<file path="src/rtl/irq_track_pkg.sv">
// Package: shared state type and helpers for the interrupt line tracker.
// Assumes nothing beyond IEEE 1800-2017 packed structs.
package irq_track_pkg;

    // Per-line flags, held together in one register
    typedef struct packed {
        logic en;
        logic pend;
        logic act;
    } line_state_t;

    // A line may be serviced when it waits, is allowed, and is not running
    function automatic logic line_ready(input line_state_t s);
        return s.pend & s.en & ~s.act;
    endfunction

endpackage

</file>
<file path="src/rtl/irq_index_decode.sv">
// Module: irq_index_decode
// Turns a strobe plus line index into a one-hot hit vector.
// Assumes: index values >= NUM_LINES produce no hit.
module irq_index_decode #(
    parameter int NUM_LINES = 32,
    parameter int IDX_W     = (NUM_LINES > 1) ? $clog2(NUM_LINES) : 1
) (
    input  logic                 clk,
    input  logic                 rst_n,
    input  logic                 valid,
    input  logic [IDX_W-1:0]     idx,
    output logic [NUM_LINES-1:0] hit
);

    genvar g;
    generate
        for (g = 0; g < NUM_LINES; g++) begin : g_hit
            // Compare the index against this line's position
            always_comb begin
                hit[g] = valid && (idx == IDX_W'(g));
            end
        end
    endgenerate

    // a strobe never touches more than one line
    p_single_hit_r12: assert property (@(posedge clk) disable iff (!rst_n)
        $onehot0(hit));

    // no hit without the valid bit
    p_no_hit_idle_r12: assert property (@(posedge clk) disable iff (!rst_n)
        !valid |-> (hit == '0));

endmodule

</file>
<file path="src/rtl/irq_line_cell.sv">
// Module: irq_line_cell
// Holds enable, pending and active for one interrupt line.
// Assumes: the request is synchronous to clk. When acknowledge and exit
// hit the same line in one cycle, acknowledge wins (back-to-back service).
module irq_line_cell
    import irq_track_pkg::*;
(
    input  logic clk,
    input  logic rst_n,
    input  logic req,
    input  logic en_set,
    input  logic en_clr,
    input  logic pend_set,
    input  logic pend_clr,
    input  logic ack_hit,
    input  logic exit_hit,
    output logic en_o,
    output logic pend_o,
    output logic act_o,
    output logic ready_o
);

    line_state_t st_q;
    line_state_t st_d;

    // Next-state rules for the three flags
    always_comb begin
        st_d = st_q;
        // enable: set wins over clear
        if (en_set) begin
            st_d.en = 1'b1;
        end else if (en_clr) begin
            st_d.en = 1'b0;
        end
        // pending: a request or a set wins over acknowledge and clear
        st_d.pend = req | pend_set | (st_q.pend & ~ack_hit & ~pend_clr);
        // active: acknowledge wins over exit
        if (ack_hit) begin
            st_d.act = 1'b1;
        end else if (exit_hit) begin
            st_d.act = 1'b0;
        end
    end

    // State register with synchronous active-low reset
    always_ff @(posedge clk) begin
        if (!rst_n) begin
            st_q <= '0;
        end else begin
            st_q <= st_d;
        end
    end

    // Drive the outputs from the register
    always_comb begin
        en_o    = st_q.en;
        pend_o  = st_q.pend;
        act_o   = st_q.act;
        ready_o = line_ready(st_q);
    end

    // a sampled request sets pending
    p_req_sets_pend_r1: assert property (@(posedge clk) disable iff (!rst_n)
        req |=> pend_o);

    // pending holds unless acknowledged or cleared
    p_pend_holds_r2: assert property (@(posedge clk) disable iff (!rst_n)
        pend_o && !ack_hit && !pend_clr |=> pend_o);

    // acknowledge makes the line active
    p_ack_activates_r4: assert property (@(posedge clk) disable iff (!rst_n)
        ack_hit |=> act_o && !ready_o);

    // acknowledge with no new request empties pending
    p_ack_clears_r4: assert property (@(posedge clk) disable iff (!rst_n)
        ack_hit && !req && !pend_set |=> !pend_o);

    // exit with no acknowledge releases the line
    p_exit_releases_r5: assert property (@(posedge clk) disable iff (!rst_n)
        exit_hit && !ack_hit |=> !act_o);

    // a held request beats a software clear
    p_req_beats_clr_r6: assert property (@(posedge clk) disable iff (!rst_n)
        req && pend_clr |=> pend_o);

    // set wins when both enable strobes arrive
    p_en_set_wins_r10: assert property (@(posedge clk) disable iff (!rst_n)
        en_set |=> en_o);

    // a lone clear disables the line
    p_en_clr_r10: assert property (@(posedge clk) disable iff (!rst_n)
        en_clr && !en_set |=> !en_o);

endmodule

</file>
<file path="src/rtl/irq_line_tracker.sv">
// Module: irq_line_tracker (top)
// Bank of NUM_LINES interrupt line state cells, with index decoders for
// the controller's acknowledge and exit strobes.
// Assumes: strobes are single-cycle and synchronous to clk.
module irq_line_tracker #(
    parameter int NUM_LINES = 32,
    parameter int IDX_W     = (NUM_LINES > 1) ? $clog2(NUM_LINES) : 1
) (
    input  logic                 clk,
    input  logic                 rst_n,
    input  logic [NUM_LINES-1:0] irq_req,
    input  logic [NUM_LINES-1:0] sw_en_set,
    input  logic [NUM_LINES-1:0] sw_en_clr,
    input  logic [NUM_LINES-1:0] sw_pend_set,
    input  logic [NUM_LINES-1:0] sw_pend_clr,
    input  logic                 ack_valid,
    input  logic [IDX_W-1:0]     ack_idx,
    input  logic                 exit_valid,
    input  logic [IDX_W-1:0]     exit_idx,
    output logic [NUM_LINES-1:0] enable_o,
    output logic [NUM_LINES-1:0] pending_o,
    output logic [NUM_LINES-1:0] active_o,
    output logic [NUM_LINES-1:0] ready_o
);

    logic [NUM_LINES-1:0] ack_hit;
    logic [NUM_LINES-1:0] exit_hit;

    // Decode the handler-start index
    irq_index_decode #(.NUM_LINES(NUM_LINES), .IDX_W(IDX_W)) u_ack_dec (
        .clk   (clk),
        .rst_n (rst_n),
        .valid (ack_valid),
        .idx   (ack_idx),
        .hit   (ack_hit)
    );

    // Decode the handler-return index
    irq_index_decode #(.NUM_LINES(NUM_LINES), .IDX_W(IDX_W)) u_exit_dec (
        .clk   (clk),
        .rst_n (rst_n),
        .valid (exit_valid),
        .idx   (exit_idx),
        .hit   (exit_hit)
    );

    genvar g;
    generate
        for (g = 0; g < NUM_LINES; g++) begin : g_line
            // One state cell per line
            irq_line_cell u_cell (
                .clk      (clk),
                .rst_n    (rst_n),
                .req      (irq_req[g]),
                .en_set   (sw_en_set[g]),
                .en_clr   (sw_en_clr[g]),
                .pend_set (sw_pend_set[g]),
                .pend_clr (sw_pend_clr[g]),
                .ack_hit  (ack_hit[g]),
                .exit_hit (exit_hit[g]),
                .en_o     (enable_o[g]),
                .pend_o   (pending_o[g]),
                .act_o    (active_o[g]),
                .ready_o  (ready_o[g])
            );
        end
    endgenerate

    // the cycle after a reset edge shows an empty bank
    p_reset_clears_r9: assert property (@(posedge clk)
        !rst_n |=> (enable_o == '0) && (pending_o == '0) && (active_o == '0));

    // a ready line is never active and always enabled
    p_ready_subset_r11: assert property (@(posedge clk) disable iff (!rst_n)
        ((ready_o & (active_o | ~enable_o | ~pending_o)) == '0));

endmodule

</file>
<file path="config.mk">
export PLATFORM = sky130hd
export DESIGN_NAME = irq_line_tracker
export DESIGN_NICKNAME = d
export VERILOG_FILES = /design/src/rtl/irq_track_pkg.sv /design/src/rtl/irq_index_decode.sv /design/src/rtl/irq_line_cell.sv /design/src/rtl/irq_line_tracker.sv
export SDC_FILE = /design/constraint.sdc
export NUM_CORES = 1
export LEC_CHECK = 0
export ABC_AREA = 1
export BUFFER_PORTS_ARGS = -buffer_cell sky130_fd_sc_hd__buf_2
export CORE_AREA = 2 2 118 120
export CTS_CLUSTER_DIAMETER = 40
export DETAILED_ROUTE_END_ITERATION = 7
export DIE_AREA = 0 0 120 122
export GPL_TIMING_DRIVEN = 0
export PLACE_DENSITY = 0.76
export SYNTH_ARGS = -nofsm -noshare
export SYNTH_HDL_FRONTEND = slang
export SYNTH_HIERARCHICAL = 1
export SYNTH_SLANG_ARGS = --single-unit
</file>
<file path="constraint.sdc">
create_clock -name clk -period 2.1 [get_ports clk]
set_clock_uncertainty 0.2 [all_clocks]
set_input_delay 0.42 -clock clk [delete_from_list [all_inputs] [get_ports clk]]
set_output_delay 0.42 -clock clk [all_outputs]
set_load 0.005 [all_outputs]
</file>
-- Word-level counts from Yosys, hierarchy flattened
Index checks and enable logic that the tools add are counted.
- register bits after elaboration: 96
- bits in latches: 0
- bits in writable memories: 0
- ROM bits: 0
- input bits: 174
- logic and storage cells: 704
- memories: 0
- $add $sub $neg: 0
- $mul: 0
- divide/modulo/power cells: 0
- $lt $le $gt $ge: 0
- eq/ne operators: 62
- shift-type cells: 0
- muxes and demuxes: 128
- bitwise gates (word level): 288
- reductions and logical operators: 130
- operator list (operator ; count):
    $eq 5x5->1 const B ; 32
    $and 1x1->1 ; 128
    $mux 1 ; 128
    $reduce_bool 2->1 ; 64
    $not 1->1 ; 96
    $eq 5x4->1 const B ; 16
    $logic_and 1x1->1 ; 64
    $or 1x1->1 ; 64
    $eq 5x3->1 const B ; 8
    $eq 5x2->1 const B ; 4
    $eq 5x1->1 const B ; 2
    $logic_not 5->1 ; 2

-- Depth between registers and ports, before layout
- depth in word-level cells: 6
- gate-level depth with buffers: 7
- mapped depth without buffers: 7

-- Hierarchy
The synthesis kept the hierarchy.
- by module, submodules not included (module ; instances ; cells an instance ; area each (um^2) ; seq. area each (um^2)):
    irq_line_cell ; 32 ; 16 ; 116.4 ; 60.1
    irq_index_decode ; 2 ; 67 ; 266.5 ; 0.0

-- Least setup slack after synthesis
OpenSTA, ideal clock, no wires.
- path kind: input to register
- from: input port ack_idx[4]
- to: register g_line[0].u_cell.st_q (netlist bit g_line[0].u_cell/pend_o)
- arrival: 1.029 ns
- required time: 1.784 ns
- setup slack: 0.755 ns
- stages on the path: 7
- path buffers: 1
- path through: inv_1 -> nand2_1 -> buf_4 -> nor2_1 -> nor2_1 -> nand2_1 -> a21oi_2
- longest elaborated chain between the ends: 6
- ends and longest elaborated chain (element ; line ; source):
    start, declared ; irq_line_tracker.sv:17 ; input logic [IDX_W-1:0] ack_idx,
    $logic_not 5->1 ; irq_index_decode.sv:20 ; hit[g] = valid && (idx == IDX_W'(g));
    $logic_and 1x1->1 ; irq_index_decode.sv:20 ;
    net ack_hit[0] ; irq_line_tracker.sv:26 ; logic [NUM_LINES-1:0] ack_hit;
    $not 1->1 ; irq_line_cell.sv:36 ; st_d.pend = req | pend_set | (st_q.pend & ~ack_hit & ~pend_clr);
    $and 1x1->1 (2 in a row) ; irq_line_cell.sv:36 ;
    $or 1x1->1 ; irq_line_cell.sv:36 ;
    end signal, assigned ; irq_line_cell.sv:50 ; st_q <= st_d;
    end, declared ; irq_line_cell.sv:23 ; line_state_t st_q;
The timed path passes the listed nets, and every way through them passes these cells.
A chain may end at the register's enable or synchronous reset.

-- Final worst setup path
- from: register g_line[11].u_cell.st_q (netlist bit g_line[11].u_cell/pend_o)
- to: output port ready_o[11]
- longest elaborated chain between the ends: 2
- ends and longest elaborated chain (element ; line ; source):
    start, declared ; irq_line_cell.sv:23 ;
    start signal, assigned ; irq_line_cell.sv:50 ;
    $and 1x1->1 (2 in a row) ; irq_track_pkg.sv:14 ; return s.pend & s.en & ~s.act;
    end, declared ; irq_line_tracker.sv:23 ; output logic [NUM_LINES-1:0] ready_o
Every way passes these cells.

==> flow_summary_export.csv <==
group,metric,value,unit
run_status,outcome,"finished, final reports clean",
timing,setup_viol_count_final,0,
placed_design,pre_cts_slack,0.2789,ns
clock_tree,holdBufCountCts,0,
timing,min_period,1.636,ns
timing,hold_viol_final,0,
placed_design,portBuffers,301,
timing,slew_headroom,58.97,%
critical_path,end_kind,"output port",
critical_path,setup.worst_path.start_class,"register",
yosys,yosys.area.top_type_share,45.15,%
floorplanning,die_x,120,um
finish,final_common_cell,"buf_2",
yosys,synth_nets,820,
power_and_ir_drop,p_leak,3.453,nW
finish,multiInputGateArea,1897,um^2
power_and_ir_drop,p_per_area,654.4,nW/um^2
critical_path,cp.required,1.48,ns
grt,grt_max_degree,33,
finish,syn_to_final_growth,46.94,%
drt,vias,4963,
timing,worst_slew_pin_slew,0.6154,ns
placed_design,dp.final_hpwl,12010,um
finish,final_cell_mix,"buf_2, nor2_1, inv_1",
drt,routed_wl,14580,um
yosys,ys_ff_latch,96,
clock_tree,clk_pin_slew_worst_paths,0.07,ns
yosys,yosysWarnings,6,
floorplanning,die_h,122,um
floorplanning,pin_count,302,
grt,antenna_found_initial,0,
clock_tree,cts_resized,0,
finish,final_nets,1132,
timing,setup_ws,0.4644,ns
yosys,yosys.area.top_type,"dfxtp_1",
drt,drc,0,
yosys,syn-cell-area,4257,um^2
critical_path,arrival,1.02,ns
drt,post_drt_via_cell_ratio,4.342,
flow_run,cap_viol_max_count,0,
clock_tree,cts_tree,"yes",
finish,fin_cells,1143,
finish,fill_cells,1442,
critical_path,critPathMaxFanout,3,
timing,clock.fmax,0.6114,GHz
clock_tree,cts_buffers,9,
finish,regArea,1922,um^2
clock_tree,post_cts_buffers,0,
yosys,syn_area_per_cell,6.589,um^2
floorplanning,design.core.area,13500,um^2
finish,drive_gt1_share,37.28,%
grt,grt_use_total,19.34,%
grt,grt_pass1_wl,21870,um
yosys,synth_area_leaders,"dfxtp_1, nor2_1, inv_1, nand2_1, a21oi_1",
grt,grt_pass1_vias,4514,
yosys,yosysSeqAreaShare,45.15,%
clock_tree,clockBufferDepth,2,
hold_path,hold_class,"primary input to register",
timing,slew_viol_final,0,
grt,grt.overflow.total,0,
drt,drtIter0Drc,165,
power_and_ir_drop,finalPower,4.093,mW
yosys,netlist_instances,646,
floorplanning,die_area,14640,um^2
critical_path,path_class,"register to output port",
power_and_ir_drop,ir_drop,299.5,uV
floorplanning,rows,43,
timing,grt_setup_unrepaired,"false",
drt,drtAntennaViolNets,0,
clock_tree,cts-root-buf,"clkbuf_16",
finish,antenna-diode-count,0,
timing,period_share,77.88,%
placed_design,gp_congestion,0.8237,
yosys,synth.distinct_cells,9,
clock_tree,clock_latency,0.34,ns
placed_design,placedCellCount,1127,
drt,routedWlPerCell,12.76,um
timing,finalSetupTns,0,ns
clock_tree,clock-sinks,96,
drt,drtPass1Iterations,5,
clock_tree,htreeDepth,3,
floorplanning,start_util,31.52,%
==> cell type report <==
class	count	share of cell area [%]
sequential	96	30.73
multi-input combinational	436	30.33
timing repair buffer	301	24.08
inverter	110	6.601
clock buffer	12	3.941
tap	180	3.601
buffer	4	0.4001
clock inverter	4	0.3201
==> registers in the layout (all words and copies together) (netlist names) <==
name / count
g_line.u_cell/act_o: 32
g_line.u_cell/en_o: 32
g_line.u_cell/pend_o: 32
==> metal layers <==
layer	wire length, um	vias to the layer above	global-route usage [%]
met5	0	-	0
met4	194	0	6.250
met3	1022	13	4.120
met2	7232	204	34.55
met1	6131	2189	23.10
li1	-	2557	-
==> path summary, 6_finish.rpt <==
kind | depth (start not counted) | from | to | slack, ns
max reg2reg | 2 | g_line[1].u_cell/en_o | g_line[1].u_cell/en_o | 1.23
max | 3 | g_line[11].u_cell/pend_o | ready_o[11] | 0.46
min reg2reg | 2 | g_line[5].u_cell/pend_o | g_line[5].u_cell/pend_o | 0.28
min | 3 | sw_en_set[29] | g_line[29].u_cell/en_o | 0.08
==> metrics by stage <==
step / utilization, % / area [um^2] / hold slack, ns
after CTS: 46.32 / 6255 / 0.06380
after global placement: 44.34 / 5988 / 0.2703
after floorplan: - / 4257 / 0.2771
final: 46.32 / 6255 / 0.07874
after detailed placement: 44.34 / 5988 / 0.2697
after global routing: 46.32 / 6255 / 0.08437
==> power breakdown <==
part	internal, mW	switching [mW]
Clock	0.828	0.673
Combinational	0.291	0.317
Sequential	1.91	0.0707
Total	3.03	1.06
==> cells in the mapped netlist <==
cell	count
a21oi_1	64
inv_1	110
buf_4	2
nor2_1	228
nor2_2	8
nand2_1	104
a21oi_2	32
buf_2	2
dfxtp_1	96
==> cell families (layout without fill, tap and decap cells) <==
logic type / Yosys count / after routing / share of synthesized area, %
and+or+nand+nor: 340 / 340 / 30.45
DFF: 96 / 96 / 45.15
AOI/OAI and AO/OA: 96 / 96 / 14.11
buffers and inverters: 114 / 431 / 10.29
==> worst max-delay path, cell delays in order (launching register included) <==
cell	delay, ns
dfxtp_1	0.36
nand2_1	0.06
nor2_1	0.11
buf_2	0.13
Power figures use the tool's default switching activity.
